[config.mk]
export PLATFORM = sky130hd
export DESIGN_NAME = tst_cmd_decoder
export DESIGN_NICKNAME = d
export VERILOG_FILES = /design/src/rtl/tcd_pkg.sv /design/src/rtl/tcd_decode.sv /design/src/rtl/tcd_pulse.sv /design/src/rtl/tst_cmd_decoder.sv
export SDC_FILE = /design/constraint.sdc
export NUM_CORES = 1
export LEC_CHECK = 0
export ABC_AREA = 1
export CAP_MARGIN = 5
export CORE_UTILIZATION = 45
export CTS_CLUSTER_SIZE = 16
export DETAILED_ROUTE_END_ITERATION = 16
export DONT_BUFFER_PORTS = 1
export GPL_ROUTABILITY_DRIVEN = 0
export PLACE_DENSITY = 0.66
export SLEW_MARGIN = 20
export SYNTH_ARGS = -nofsm -noshare
export SYNTH_HDL_FRONTEND = slang
export SYNTH_SLANG_ARGS = --single-unit
[constraint.sdc]
create_clock -name clk_i -period 1.4 [get_ports clk_i]
set_input_delay 0.07 -clock clk_i [delete_from_list [all_inputs] [get_ports clk_i]]
set_output_delay 0.07 -clock clk_i [all_outputs]
set_load 0.02 [all_outputs]
[src/rtl/tcd_pkg.sv]
package tcd_pkg;
  localparam int unsigned NUM_BRD = 6;
  localparam int unsigned CMD_W   = 4;
  localparam int unsigned ATT_W   = 4;
  localparam int unsigned SPARE_W = 4;
  localparam int unsigned WORD_W  = CMD_W + 2 * ATT_W + SPARE_W;
  localparam int unsigned ATT_A_LSB = CMD_W;
  localparam int unsigned ATT_B_LSB = CMD_W + ATT_W;

  typedef logic [CMD_W-1:0]   cmd_t;
  typedef logic [ATT_W-1:0]   att_t;
  typedef logic [NUM_BRD-1:0] sel_t;

  typedef struct packed {
    sel_t sel;
    logic pair;
    logic y;
    logic en;
    logic rst_req;
  } dec_t;
endpackage

[src/rtl/tcd_decode.sv]
module tcd_decode
  import tcd_pkg::*;
(
  input  cmd_t cmd_i,
  output dec_t dec_o
);
  sel_t single_hit;
  sel_t pair_sel;
  logic is_pair;

  for (genvar g = 0; g < NUM_BRD; g++) begin : g_single
    assign single_hit[g] = (cmd_i == CMD_W'(g + 1));
  end

  // 10xx: bit1 picks the board pair, bit0 picks the axis
  assign is_pair  = (cmd_i[CMD_W-1 -: 2] == 2'b10);
  assign pair_sel = cmd_i[1] ? sel_t'(6'b001100) : sel_t'(6'b000011);

  always_comb begin
    dec_o         = '0;
    dec_o.rst_req = (cmd_i == '0) || (cmd_i == '1);
    if (|single_hit) begin
      dec_o.sel = single_hit;
      dec_o.en  = 1'b1;
    end else if (is_pair) begin
      dec_o.sel  = pair_sel;
      dec_o.pair = 1'b1;
      dec_o.y    = cmd_i[0];
      dec_o.en   = 1'b1;
    end
  end
endmodule

[src/rtl/tcd_pulse.sv]
module tcd_pulse #(
  parameter int unsigned RST_LEN = 16,
  localparam int unsigned CNT_W  = $clog2(RST_LEN + 1)
) (
  input  logic clk_i,
  input  logic rst_ni,
  input  logic start_i,
  output logic busy_o
);
  logic [CNT_W-1:0] cnt_q;

  always_ff @(posedge clk_i or negedge rst_ni) begin
    if (!rst_ni)            cnt_q <= '0;
    else if (start_i)       cnt_q <= CNT_W'(RST_LEN);
    else if (cnt_q != '0)   cnt_q <= cnt_q - 1'b1;
  end

  assign busy_o = (cnt_q != '0);
endmodule

[src/rtl/tst_cmd_decoder.sv]
module tst_cmd_decoder
  import tcd_pkg::*;
#(
  parameter int unsigned RST_LEN = 16
) (
  input  logic                clk_i,
  input  logic                rst_ni,
  input  logic                wr_i,
  input  logic [WORD_W-1:0]   word_i,
  output logic [NUM_BRD-1:0]  brd_sel_o,
  output logic                pair_test_o,
  output logic                test_y_o,
  output logic                rf_en_o,
  output logic [ATT_W-1:0]    att_a_o,
  output logic [ATT_W-1:0]    att_b_o,
  output logic                mod_rst_o
);
  dec_t dec;
  dec_t dec_q;
  att_t att_a_q, att_b_q;

  tcd_decode i_decode (
    .cmd_i (word_i[CMD_W-1:0]),
    .dec_o (dec)
  );

  always_ff @(posedge clk_i or negedge rst_ni) begin
    if (!rst_ni) begin
      dec_q   <= '0;
      att_a_q <= '0;
      att_b_q <= '0;
    end else if (wr_i) begin
      dec_q   <= dec;
      att_a_q <= word_i[ATT_A_LSB +: ATT_W];
      att_b_q <= word_i[ATT_B_LSB +: ATT_W];
    end
  end

  tcd_pulse #(.RST_LEN(RST_LEN)) i_pulse (
    .clk_i   (clk_i),
    .rst_ni  (rst_ni),
    .start_i (wr_i && dec.rst_req),
    .busy_o  (mod_rst_o)
  );

  assign brd_sel_o   = dec_q.sel;
  assign pair_test_o = dec_q.pair;
  assign test_y_o    = dec_q.y;
  assign rf_en_o     = dec_q.en;
  assign att_a_o     = att_a_q;
  assign att_b_o     = att_b_q;
endmodule

==> results.toml <==
[clocking]
numCtsBuffers = 3
clkTransAtPathRegs_ps = 120
cts.sinks = 22
htree_levels = 1
cts_root_buf = "clkbuf_4"
cts_buffer_depth = 2
cts_tree = "built"
clk_latency_ps = 310

[synthesis]
syn_avg_cell_area_sq_um = 8.13
syn-cell-area_sq_um = 1020
synthCells = 125
ys_warn_count = 0
synth_seq_cells = 22
syn-num-nets = 145
yosysSeqAreaShare = 0.542
yosysUniqueCellTypes = 21

[drt]
drtPass1Iterations = 4
drt_iter0_drc = 17
totalWireLength_um = 2210
vias_per_cell = 5.09
drc_errors = 0
vias = 871
final_antenna_net_count = 0
wl_per_cell_um = 12.9

[global_routing]
grt_overflow = 0
grt_pass1_wl_um = 3810
grt_pass1_vias = 881
grt_usage = 0.210
antenna_found_initial = 0
grt_start_max_net_pins = 23

[worst_setup_path]
crit_type = "in -> reg"
worst_setup_path_start_kind = "input port"
critPathTopFamily = "buffers and inverters"
cp_max_fo = 6
required_ps = 1630
cpMostUsedCell = "dlygate4sd3_1"
cp_slowest_cell = "dlygate4sd3_1"
setup.worst_path.end_class = "flop"
path_cells = "dlygate4sd3_1 -> nand2_1 -> dlygate4sd3_1 -> a31oi_1"
critPathBufInv = 2
cpPeakStageDelay_ps = 650
arrival_ps = 1570

[power_and_ir_drop]
p_int_mw = 1.29
power_frac_comb = 0.300
p_per_area_nw_per_um2 = 1530
p_sw_uw = 677
switching_share = 0.343
ir_worst_vdd_mv = 0.869
p_leak_nw = 0.676
finalPower_mw = 1.97
clkPwrFrac = 0.247
sequentialPowerShare = 0.453

[timing]
max_slew_margin = 0.484
finalCritPeriodShare = 0.957
hold_viol_final = 0
max_freq_ghz = 0.746
tightestPinTransition_ps = 771
fin_setup_tns_ps = 0
final_max_slew_viol_count = 0
fin_crit_ps = 1340
setup_viol = 0
skew_ps = 0.917
rsz0062_at_grt = "no"

[floorplanning]
die-area_sq_um = 2450
core-area_sq_um = 2040
io_pins = 37
die_x_um = 49.5
start_util = 0.498
row_count = 16
die_y_um = 49.5

[place]
port_buffers = 0
placed_cell_area_sq_um = 1040
hpwl_um = 1340

[final_layout]
final_common_cell = "nand2_1"
nets = 165
multi_input_area_sq_um = 418
fin_area_sq_um = 1290
regArea_sq_um = 551
area_growth_pct = 26.7
final_cell_mix = "nand2_1, dfrtp_1, dlygate4sd3_1, inv_1"
fill_cells = 191
diodes = 0
drive_gt1_frac = 0.139

[min_path]
hold_path_class = "in -> reg"

[status]
status = "finished, final reports clean"

[flow_run]
maxCapViolCount = 0
==> Yosys cell counts (all sizes together) <==
cell type | number | area (sq um)
a21oi | 1 | 5.00
nand3 | 8 | 45.0
nor2 | 12 | 57.6
dfrtp | 22 | 551
buf | 2 | 12.5
nand4 | 2 | 12.5
clkbuf | 1 | 3.75
nand2 | 53 | 211
clkinv | 1 | 3.75
inv | 14 | 52.6
ha | 1 | 12.5
a31oi | 4 | 25.0
xor2 | 1 | 8.76
o21ai | 3 | 15.0
==> final timing paths <==
kind / from / end / slack [ps] / cells past startpoint
min in group asynchronous: rst_ni / brd_sel_o[3] / 230 / 2
min: word_i[2] / brd_sel_o[4] / 20 / 4
min reg2reg: i_pulse.cnt_q[4] / i_pulse.cnt_q[4] / 490 / 2
max: word_i[1] / brd_sel_o[2] / 60 / 4
max in group asynchronous: rst_ni / brd_sel_o[5] / 860 / 2
max reg2reg: i_pulse.cnt_q[0] / i_pulse.cnt_q[0] / 330 / 6
==> power by group through the flow <==
stage	Sequential, mW	Combinational (mW)	Clock (mW)
global route	0.910	0.684	0.523
detailed placement	0.891	0.444	0
finish	0.893	0.591	0.488
floorplan	0.873	0.380	0
CTS	0.881	0.545	0.498
global placement	0.889	0.423	0
==> sequential cells by signal, indices dropped and copies added (netlist names) <==
name	flops
pair_test_o	1
att_b_o	4
brd_sel_o	6
i_pulse.cnt_q	5
test_y_o	1
rf_en_o	1
att_a_o	4
==> repair_timing <==
item                                    4_1_cts  5_1_grt
pin swaps                                     0        3
gates cloned                                  0        0
hold endpoints to repair                     44       22
endpoints found under the setup margin        1        3
setup buffers                                 0        1
hold buffers                                 15        1
resized for setup                             3        5
==> area by class of cell <==
cell class	count	area share
clock buffers	3	0.0175
multi-input cells	85	0.325
flip-flops and latches	22	0.428
well taps	27	0.0262
inverters	15	0.0437
repair buffers	18	0.137
clock inverters	1	0.0233
==> kinds of logic after synthesis <==
family                     after synthesis  share of synthesized area
and+or+nand+nor                         75                      0.321
DFF                                     22                      0.542
buffers and inverters                   18                     0.0714
AOI/OAI and AO/OA                        8                     0.0443
xor gates and xnor gates                 1                    0.00862
adders and majority gates                1                     0.0123
==> worst reg2reg max path, stage by stage, from the launching register on <==
cell,delay (ps)
dfrtp_1,420
inv_2,100
ha_4,180
nand3_4,100
nand2_1,70
nand2_1,60
nor2_2,90
==> stage by stage <==
step / hold slack [ps] / worst slack (ps) / util / std cells
after detailed placement: -225 / 194 / 0.510 / 150
after global routing: 47.7 / 12.2 / 0.631 / 171
after floorplan: -226 / 200 / - / 125
after CTS: 11.5 / 13.2 / 0.615 / 169
final: 20.5 / 59.8 / 0.631 / 171
after global placement: -225 / 237 / 0.510 / 150
==> per-layer routing <==
metal  up-vias  routed length (um)  track usage
met3         7                 118       0.0494
met4         0                  48       0.0857
met5         -                   0            0
met1       405                 962        0.257
met2        33                1080        0.354
li1        426                   -            -
Power figures use the tool's default switching activity.
